$ cat src/rtl/tbg_pkg.sv
package tbg_pkg;
  typedef enum logic [1:0] {
    MODE_UP     = 2'd0,
    MODE_DOWN   = 2'd1,
    MODE_CENTER = 2'd2
  } cnt_mode_e;

  localparam int unsigned ADDR_W   = 3;
  localparam logic [ADDR_W-1:0] A_CTRL = 3'd0;
  localparam logic [ADDR_W-1:0] A_DIV  = 3'd1;
  localparam logic [ADDR_W-1:0] A_TOP  = 3'd2;
  localparam logic [ADDR_W-1:0] A_REPS = 3'd3;
  localparam logic [ADDR_W-1:0] A_TRIG = 3'd4;
endpackage

$ cat src/rtl/tbg_regs.sv
module tbg_regs
  import tbg_pkg::*;
#(
  parameter int unsigned W = 16
) (
  input  logic              clk_i,
  input  logic              rst_ni,
  input  logic              wr_en_i,
  input  logic [ADDR_W-1:0] wr_addr_i,
  input  logic [W-1:0]      wr_data_i,
  input  logic              upd_i,
  output logic              sw_req_o,
  output logic              en_o,
  output cnt_mode_e         mode_o,
  output logic [W-1:0]      div_sh_o,
  output logic [W-1:0]      top_sh_o,
  output logic [W-1:0]      top_pre_o,
  output logic [W-1:0]      reps_o
);
  logic [3:0]   ctrl_q;
  logic [W-1:0] div_pre_q, top_pre_q, reps_q, div_sh_q, top_sh_q;

  always_ff @(posedge clk_i or negedge rst_ni) begin
    if (!rst_ni) begin
      ctrl_q    <= '0;
      div_pre_q <= '0;
      top_pre_q <= '0;
      reps_q    <= '0;
    end else if (wr_en_i) begin
      case (wr_addr_i)
        A_CTRL:  ctrl_q    <= wr_data_i[3:0];
        A_DIV:   div_pre_q <= wr_data_i;
        A_TOP:   top_pre_q <= wr_data_i;
        A_REPS:  reps_q    <= wr_data_i;
        default: ;
      endcase
    end
  end

  // shadows follow the preload only on an update
  always_ff @(posedge clk_i or negedge rst_ni) begin
    if (!rst_ni) begin
      div_sh_q <= '0;
      top_sh_q <= '0;
    end else if (upd_i) begin
      div_sh_q <= div_pre_q;
      top_sh_q <= top_pre_q;
    end
  end

  assign sw_req_o  = wr_en_i && (wr_addr_i == A_TRIG) && wr_data_i[0];
  assign en_o      = ctrl_q[0];
  assign mode_o    = (ctrl_q[3:2] != 2'b00) ? MODE_CENTER :
                     (ctrl_q[1] ? MODE_DOWN : MODE_UP);
  assign div_sh_o  = div_sh_q;
  assign top_sh_o  = top_sh_q;
  assign top_pre_o = top_pre_q;
  assign reps_o    = reps_q;

  AST_SHADOW_HOLD: assert property (@(posedge clk_i) disable iff (!rst_ni)
    !upd_i |=> ($stable(div_sh_q) && $stable(top_sh_q)));
endmodule

$ cat src/rtl/tbg_prescaler.sv
module tbg_prescaler #(
  parameter int unsigned W = 16
) (
  input  logic         clk_i,
  input  logic         rst_ni,
  input  logic         en_i,
  input  logic         tick_i,
  input  logic         clr_i,
  input  logic [W-1:0] div_i,
  output logic         step_o
);
  logic [W-1:0] pc_q;
  logic         wrap;

  assign wrap   = (pc_q >= div_i);
  assign step_o = en_i && tick_i && !clr_i && wrap;

  always_ff @(posedge clk_i or negedge rst_ni) begin
    if (!rst_ni)             pc_q <= '0;
    else if (clr_i)          pc_q <= '0;
    else if (en_i && tick_i) pc_q <= wrap ? '0 : pc_q + 1'b1;
  end

  AST_DIV_RANGE: assert property (@(posedge clk_i) disable iff (!rst_ni)
    pc_q <= div_i);
  AST_DIV_HOLD: assert property (@(posedge clk_i) disable iff (!rst_ni)
    (!en_i && !clr_i) |=> $stable(pc_q));
endmodule

$ cat src/rtl/tbg_counter.sv
module tbg_counter
  import tbg_pkg::*;
#(
  parameter int unsigned W = 16
) (
  input  logic         clk_i,
  input  logic         rst_ni,
  input  logic         step_i,
  input  logic         clr_i,
  input  cnt_mode_e    mode_i,
  input  logic [W-1:0] top_sh_i,
  input  logic [W-1:0] top_next_i,
  output logic [W-1:0] cnt_o,
  output logic         evt_o
);
  localparam logic [W-1:0] ONE = W'(1);

  logic [W-1:0] cnt_q;
  logic         up_q;
  logic         at_end;

  always_comb begin
    unique case (mode_i)
      MODE_DOWN:   at_end = (cnt_q == '0);
      MODE_CENTER: at_end = (top_sh_i == '0) ||
                            (up_q ? (cnt_q >= top_sh_i - ONE) : (cnt_q <= ONE));
      default:     at_end = (cnt_q >= top_sh_i);
    endcase
  end
  assign evt_o = step_i && at_end;

  always_ff @(posedge clk_i or negedge rst_ni) begin
    if (!rst_ni) begin
      cnt_q <= '0;
      up_q  <= 1'b1;
    end else if (clr_i) begin
      cnt_q <= (mode_i == MODE_DOWN) ? top_next_i : '0;
      up_q  <= 1'b1;
    end else if (step_i) begin
      unique case (mode_i)
        MODE_DOWN: cnt_q <= at_end ? top_next_i : cnt_q - ONE;
        MODE_CENTER: begin
          if (top_sh_i == '0) cnt_q <= '0;
          else if (up_q) begin
            if (at_end) begin
              cnt_q <= top_next_i;
              up_q  <= 1'b0;
            end else cnt_q <= cnt_q + ONE;
          end else begin
            if (at_end) begin
              cnt_q <= '0;
              up_q  <= 1'b1;
            end else cnt_q <= cnt_q - ONE;
          end
        end
        default: cnt_q <= at_end ? '0 : cnt_q + ONE;
      endcase
    end
  end

  assign cnt_o = cnt_q;

  AST_CNT_RANGE: assert property (@(posedge clk_i) disable iff (!rst_ni)
    cnt_q <= top_sh_i);
  AST_UP_WRAP: assert property (@(posedge clk_i) disable iff (!rst_ni)
    (mode_i == MODE_UP && evt_o && !clr_i) |=> (cnt_q == '0));
  AST_DOWN_RELOAD: assert property (@(posedge clk_i) disable iff (!rst_ni)
    (mode_i == MODE_DOWN && step_i && !clr_i && cnt_q == '0)
      |=> (cnt_q == $past(top_next_i)));
  AST_CNT_HOLD: assert property (@(posedge clk_i) disable iff (!rst_ni)
    (!step_i && !clr_i) |=> $stable(cnt_q));
endmodule

$ cat src/rtl/tbg_repeat.sv
module tbg_repeat #(
  parameter int unsigned W = 16
) (
  input  logic         clk_i,
  input  logic         rst_ni,
  input  logic         evt_i,
  input  logic         clr_i,
  input  logic [W-1:0] reps_i,
  output logic         hit_o,
  output logic         upd_o
);
  logic [W-1:0] rep_q;
  logic         upd_q;

  assign hit_o = evt_i && (rep_q == '0);

  always_ff @(posedge clk_i or negedge rst_ni) begin
    if (!rst_ni) begin
      rep_q <= '0;
      upd_q <= 1'b0;
    end else begin
      upd_q <= clr_i || hit_o;
      if (clr_i || hit_o) rep_q <= reps_i;
      else if (evt_i)     rep_q <= rep_q - 1'b1;
    end
  end

  assign upd_o = upd_q;

  AST_FORCE_PULSE: assert property (@(posedge clk_i) disable iff (!rst_ni)
    clr_i |=> upd_o);
  AST_REP_HOLD: assert property (@(posedge clk_i) disable iff (!rst_ni)
    (!evt_i && !clr_i) |=> $stable(rep_q));
  AST_NO_EARLY: assert property (@(posedge clk_i) disable iff (!rst_ni)
    (evt_i && !clr_i && rep_q != '0) |=> !upd_o);
endmodule

$ cat src/rtl/timebase_gen.sv
module timebase_gen
  import tbg_pkg::*;
#(
  parameter int unsigned W = 16
) (
  input  logic              clk_i,
  input  logic              rst_ni,
  input  logic              tick_i,
  input  logic              slave_upd_i,
  input  logic              wr_en_i,
  input  logic [ADDR_W-1:0] wr_addr_i,
  input  logic [W-1:0]      wr_data_i,
  output logic              update_o,
  output logic [W-1:0]      cnt_o
);
  logic         sw_req, force_upd, upd_now, en, step, evt, hit;
  cnt_mode_e    mode;
  logic [W-1:0] div_sh, top_sh, top_pre, reps, top_next;

  assign force_upd = sw_req || slave_upd_i;
  assign upd_now   = force_upd || hit;
  assign top_next  = upd_now ? top_pre : top_sh;

  tbg_regs #(.W(W)) i_regs (
    .clk_i, .rst_ni, .wr_en_i, .wr_addr_i, .wr_data_i,
    .upd_i(upd_now), .sw_req_o(sw_req), .en_o(en), .mode_o(mode),
    .div_sh_o(div_sh), .top_sh_o(top_sh), .top_pre_o(top_pre), .reps_o(reps)
  );

  tbg_prescaler #(.W(W)) i_div (
    .clk_i, .rst_ni, .en_i(en), .tick_i, .clr_i(force_upd),
    .div_i(div_sh), .step_o(step)
  );

  tbg_counter #(.W(W)) i_cnt (
    .clk_i, .rst_ni, .step_i(step), .clr_i(force_upd), .mode_i(mode),
    .top_sh_i(top_sh), .top_next_i(top_next), .cnt_o(cnt_o), .evt_o(evt)
  );

  tbg_repeat #(.W(W)) i_rep (
    .clk_i, .rst_ni, .evt_i(evt), .clr_i(force_upd), .reps_i(reps),
    .hit_o(hit), .upd_o(update_o)
  );

  AST_FORCE_ZERO: assert property (@(posedge clk_i) disable iff (!rst_ni)
    (force_upd && mode == MODE_UP) |=> (cnt_o == '0));
  AST_SLAVE_UPD: assert property (@(posedge clk_i) disable iff (!rst_ni)
    slave_upd_i |=> update_o);
endmodule

$ cat config.mk
export PLATFORM = sky130hd
export DESIGN_NAME = timebase_gen
export DESIGN_NICKNAME = d
export VERILOG_FILES = /design/src/rtl/tbg_pkg.sv /design/src/rtl/tbg_regs.sv /design/src/rtl/tbg_prescaler.sv /design/src/rtl/tbg_counter.sv /design/src/rtl/tbg_repeat.sv /design/src/rtl/timebase_gen.sv
export SDC_FILE = /design/constraint.sdc
export NUM_CORES = 1
export LEC_CHECK = 0
export BUFFER_PORTS_ARGS = -buffer_cell sky130_fd_sc_hd__buf_2
export CAP_MARGIN = 15
export CORE_MARGIN = 3
export CORE_UTILIZATION = 55
export DETAILED_ROUTE_END_ITERATION = 12
export PLACE_DENSITY = 0.73
export SLEW_MARGIN = 10
export SYNTH_ARGS = -nofsm -noshare
export SYNTH_HDL_FRONTEND = slang
export SYNTH_SLANG_ARGS = --single-unit
export TNS_END_PERCENT = 10
$ cat constraint.sdc
create_clock -name clk_i -period 11.01 [get_ports clk_i]
set_clock_uncertainty 0.05 [all_clocks]
set_input_delay 0.5505 -clock clk_i [delete_from_list [all_inputs] [get_ports clk_i]]
set_output_delay 0.5505 -clock clk_i [all_outputs]
set_load 0.05 [all_outputs]
==> metrics, run 1 <==
# setup viols final 0; Worst Hold Class input port to async pin; I/O pin cnt 41; CTS tree done; Post-Route Utilization 0.6315; final instance area 9707 um2; Data required, critical path approximately 11000 ps; # diodes 0; Worst setup SP type flip-flop; r2r startpoint i_regs.top_sh_o[2]; Max Transition Viols Final 0; Max-slew headroom 0.1835; Worst Path Max Fanout 13; Final Cycle Share 0.4360; FF-to-FF End i_cnt.cnt_o[10]; die extent in y around 130 um; Post-Syn Area 8757 um2; Crit path arrival time 5050 ps; initial DRC count 694; fill count approximately 1.3k; die width 132.2 um; drt pass-1 iters 5; post_cts resized 0; post-route setup TNS 0 ps; Final ANT Viol Nets 0; mean number of vias per cell 6.404; DIE AREA 17470 um2; gr usage total 0.2839; initial antenna violation count 0; r2r setup slk 6210 ps; Max Cap Viol 0; drt wl/cell 20.63 um; Post-Syn Nets 1037; share of the yosys chip area belonging to registers 0.3831; pin count of the biggest net entering global routing 78; hold buffer count at cts 0; routed wire length 24760 um; RSZ-0062 raised after global routing no; row count 45; GR Overflow Total 0; ys async rst share 1.000; DR DRC count 0; clock root buffer clkbuf_16; critical path class flip-flop to flip-flop; Core Area 15370 um2; Worst-Margin Slew 1220 ps; net count reported at finish 1054; CTS buffer count 17; Top FF cell, synth dfrtp_1; Avg Cell Area, Syn ~9.1 um2; Sink Count 134; Starting Density 0.5697; length in cells of the worst reg-to-reg path 14; Post-CTS Setup Inserts 0; area delta synth->final 10.84%; Synth Instances 959; flops & latches, synth 134; crit end category flip-flop; global placement routability congestion ~1.0; via count 7685; commonest cells after routing, fill and taps aside dfrtp_1, o21ai_0, nand2_1; yosys warns 0; CTS H-tree depth 4; power per cell area 188.4 nW/um2; outcome completed; number of global-route vias before repair around 7.2k; Clk Latency, worst-skew pair 420 ps; static leakage between 4 and 5 nW; Max Clock Freq 0.2083 GHz; CTS Buffer Depth 2; Reg clk slew, reported paths 60 ps; Tmin final 4800 ps; most common cell after layout, fill and taps aside dfrtp_1; endpoints failing hold 0; Worst VDD drop 0.1085 mV; post-synthesis cell type count 70; input/output buffers 40; first-pass GRT wire length a little under 40000 um; hpwl dp 17430 um; share of layout cells above drive strength 1 0.1628; DP Area 9125 um2; Post-synth EDFFs 0
[where the power goes]
part           total [mW]  internal, mW  switching [mW]
clock network       0.559         0.350           0.209
registers           0.689         0.584           0.105
logic               0.580         0.225           0.355
[routing by layer]
metal / share of wire / global-route usage / up-vias
met1: 0.41 / 0.3858 / 3650
met4: 0.030 / 0.1022 / 0
met5: 0 / 0 / -
met3: 0.097 / 0.06145 / 80
li1: - / - / 3541
met2: 0.46 / 0.4510 / 414
[stage by stage]
step	power (mW)	std cells	setup slack, ps	hold slack (ps)
after floorplan	1.092	959	7220	204.9
after global placement	1.249	1168	6294	428.3
after detailed placement	1.259	1168	6072	438.8
after CTS	1.821	1200	6064	64.64
after global routing	1.926	1200	5851	88.78
final	1.828	1200	6210	45.70
[state kept, by name, summed over array words and instances (netlist names)]
register          cells
i_cnt.cnt_o          16
i_div.pc_q           16
i_regs.div_pre_q     16
i_regs.div_sh_o      16
i_regs.reps_o        16
i_regs.top_pre_o     16
i_regs.top_sh_o      16
i_rep.rep_q          16
i_regs.ctrl_q         4
i_cnt.up_q            1
i_rep.upd_o           1
[worst max-delay path: stages (launching register included)]
cell     delay (ps)
dfrtp_1         430
or4_1           640
nor4_1          390
nand2_1         180
nor2_1          160
xnor2_1         130
ha_1            260
nand4_1         140
nor3_1           70
nor4_1          230
a31o_2          330
a31oi_4         230
o21ai_2         760
mux2_4          360
a221o_1         300
[cells by family after synthesis]
logic type,Yosys count,share of synthesized area
mux,71,0.09015
simple gates,284,0.1646
flops,134,0.3831
fa+ha+maj,54,0.07715
buf+inv,109,0.05015
compound gates,261,0.1889
xor+xnor,46,0.04601
[final cells by class]
type / instances / area, um2 / area share
clock buffers: 24 / 481.7 / 0.04963
clock inverters: 8 / 97.59 / 0.01005
inverters: 58 / 217.7 / 0.02243
multi-input cells: 716 / 5017 / 0.5169
flip-flops and latches: 134 / 3354 / 0.3456
well taps: 211 / 264.0 / 0.02720
repair buffers: 49 / 274.0 / 0.02823
[Yosys cell counts, types with 18 or more instances]
library cell    n  area share
and3_1         18       0.013
ha_1           54       0.077
nor3_1         28       0.016
nor2_1         58       0.025
o21ai_0        95       0.054
dfrtp_1       133        0.38
nand3_1        50       0.029
a21oi_1        56       0.032
mux2_2         55       0.071
inv_1          57       0.024
clkbuf_1       37       0.016
xnor2_1        35       0.035
a211oi_1       21       0.018
nand2_1        59       0.025
[worst max-delay path by stage]
stage	startpoint	end	slack (ps)	cells past startpoint
2_1_floorplan	i_regs.top_sh_o[2]	i_cnt.cnt_o[7]	7220	14
4_1_cts	i_regs.top_sh_o[2]	i_cnt.cnt_o[0]	6060	14
3_3_place_gp	i_regs.top_sh_o[2]	i_cnt.cnt_o[0]	6290	14
6_report	i_regs.top_sh_o[2]	i_cnt.cnt_o[10]	6210	14
3_5_place_dp	i_regs.top_sh_o[2]	i_cnt.cnt_o[0]	6070	14
5_1_grt	i_regs.top_sh_o[3]	i_cnt.cnt_o[10]	5850	14
Power figures use the tool's default switching activity.
==> run 2, diff against run 1 <==
PLACE_DENSITY = 0.75   (was 0.73)
clock period = 4.35 ns   (was 11.01 ns; I/O delays follow)
==> run 2 against run 1 <==
  * Cell area grew 3.1%
  * Cell count grew 2.8%
  * Clock power grew to 2.6 times the previous value
  * Sequential share of layout area shrank 1.0 points
  * Die area is the same
  * Via count grew 3.0%
  * Setup slack lost 6000 ps
  * Register-to-register slack lost 6000 ps
  * Clock-buffer cell count shrank 1
  * First-iteration DRC count grew 31%
  * Highest routed layer unchanged
==> metrics, run 2 (synthesis gave the netlist of run 1 again) <==
outcome completed; Max Clock Freq 0.2406 GHz; Pint 3.079 mW; Core Area 15370 um2; Worst-Margin Slew 1109 ps; input/output buffers 40; Reg clk slew, reported paths around 60 ps; Worst setup SP type flip-flop; sw power 1.727 mW; power per cell area 480.3 nW/um2; CP peak stage delay 480 ps; Final ANT Viol Nets 0; Crit path arrival time approximately 4400 ps; Worst path slowest cell dfrtp_1; most common cell after layout, fill and taps aside dfrtp_1; fill count between 1k and 1.5k; # setup viols final 0; Post-Route Utilization 0.6510; Worst setup startpoint i_regs.top_sh_o[1]; mean number of vias per cell roughly 6.4; switch share 0.3593; GR Overflow Total 0; post-place setup slack ~260 ps; WP buf/inv 3; Worst Hold Class input port to flip-flop; via count 7919; PnR worst setup slack 194.5 ps; Starting Density 0.5697; static leakage 4.442 nW; DIE AREA 17470 um2; crit-path leading delay family compound AO/OA/AOI/OAI gates; # diodes 0; Data required, critical path 4580 ps; Max Cap Viol 0; pin count of the biggest net entering global routing 110; critical-path cell list inv_1, ha_1, inv_1, nor3_2, nand2_1, nor3_1, xnor2_1, ha_1, nand4_1, nor3_1, nor4_1, a31o_2, clkbuf_2, a21boi_4, a221oi_1, a311oi_1, a2bb2oi_1; endpoints failing hold 0; CTS buffer count 17; Flop pwr share 0.357; net count reported at finish 1087; Worst VDD drop 0.3699 mV; Worst Path Max Fanout 7; drt wl/cell 20.72 um; number of global-route vias before repair around 7.7k; drt pass-1 iters 5; r2r startpoint i_regs.top_sh_o[1]; cell count along the critical path 17; clock root buffer clkbuf_16; CTS H-tree depth 4; worst hold slack 40.87 ps; r2r setup slk 190 ps; row count 45; die width between 100 and 150 um; initial DRC count ~910; routed wire length 25550 um; I/O pin cnt 41; critical path class flip-flop to flip-flop; length in cells of the worst reg-to-reg path 17; area of the multi-input gates 5034 um2; Max Transition Viols Final 0; die extent in y about 130 um; initial antenna violation count 0; global placement routability congestion 1.020; FF-to-FF End i_cnt.cnt_o[8]; crit end category flip-flop; gr usage total 0.2918; Final Cycle Share 0.9553; CTS Buffer Depth 2; share of layout cells above drive strength 1 0.1918; first-pass GRT wire length 40720 um; Comb power frac 0.339; Reg area 3354 um2; DR DRC count 0; Tmin final 4156 ps; commonest cells after routing, fill and taps aside dfrtp_1, o21ai_0, nand2_1; hpwl dp approximately 18000 um; Clk Latency, worst-skew pair 420 ps; total power 4.806 mW; Sink Count 134; Max-slew headroom 0.2596; clock share of power 0.304; critical path capture point i_cnt.cnt_o[8]; CTS tree done; area delta synth->final 14.26%
[run 2: power groups by stage]
| stage | sequential [mW] | combinational [mW] | clock (mW) |
|---|---|---|---|
| finish | 1.72 | 1.63 | 1.46 |
| global route | 1.74 | 1.78 | 1.53 |
| CTS | 1.71 | 1.57 | 1.48 |
| detailed placement | 1.72 | 1.55 | 0 |
| global placement | 1.72 | 1.53 | 0 |
| floorplan | 1.70 | 1.06 | 0 |
[run 2: worst min-delay path by stage]
| stage | slack, ps | endpoint | depth (start not counted) | start |
|---|---|---|---|---|
| after global placement | 370 | i_cnt.cnt_o[15] | 1 | rst_ni |
| after CTS | 20 | i_regs.top_pre_o[6] | 3 | wr_data_i[6] |
| after detailed placement | 370 | i_cnt.cnt_o[15] | 1 | rst_ni |
| after global routing | 40 | i_regs.div_pre_q[10] | 2 | wr_data_i[10] |
| final | 40 | i_regs.top_pre_o[10] | 2 | wr_data_i[10] |
| after floorplan | -130 | i_cnt.cnt_o[0] | 0 | rst_ni |
[run 2: layer usage]
layer,vias to the layer above,global-route usage,share of wire
li1,3596,-,-
met1,3780,0.3905,0.41
met2,461,0.4527,0.45
met3,82,0.07366,0.096
met4,0,0.1247,0.039
met5,-,0,0
[run 2: final cells by class]
class                           count  area share
Clock inverter                      9     0.01238
Multi-Input combinational cell    716      0.5031
Clock buffer                       23     0.04777
Inverter                           58     0.02176
Tap cell                          211     0.02638
Sequential cell                   134      0.3353
Timing Repair Buffer               82     0.05340
[run 2: timing repair]
item	4_1_cts	5_1_grt
hold endpoints to repair	107	0
endpoints found under the setup margin	0	10
resized for setup	0	4
setup buffers	0	2
hold buffers	1	0
[run 2: worst register-to-register path: stages (launching register included)]
cell and delay, ps:
dfrtp_1 480, inv_1 200, ha_1 250, inv_1 100, nor3_2 230, nand2_1 200
nor3_1 220, xnor2_1 100, ha_1 300, nand4_1 130, nor3_1 230, nor4_1 70
a31o_2 340, clkbuf_2 190, a21boi_4 280, a221oi_1 140, a311oi_1 380, a2bb2oi_1 110
[run 2: through the flow]
stage	setup TNS, ps	instance area, um2	std cells
floorplan	0	8757	959
global placement	0	9363	1198
detailed placement	0	9363	1198
CTS	0	9975	1231
global route	-15.05	10010	1233
finish	0	10010	1233
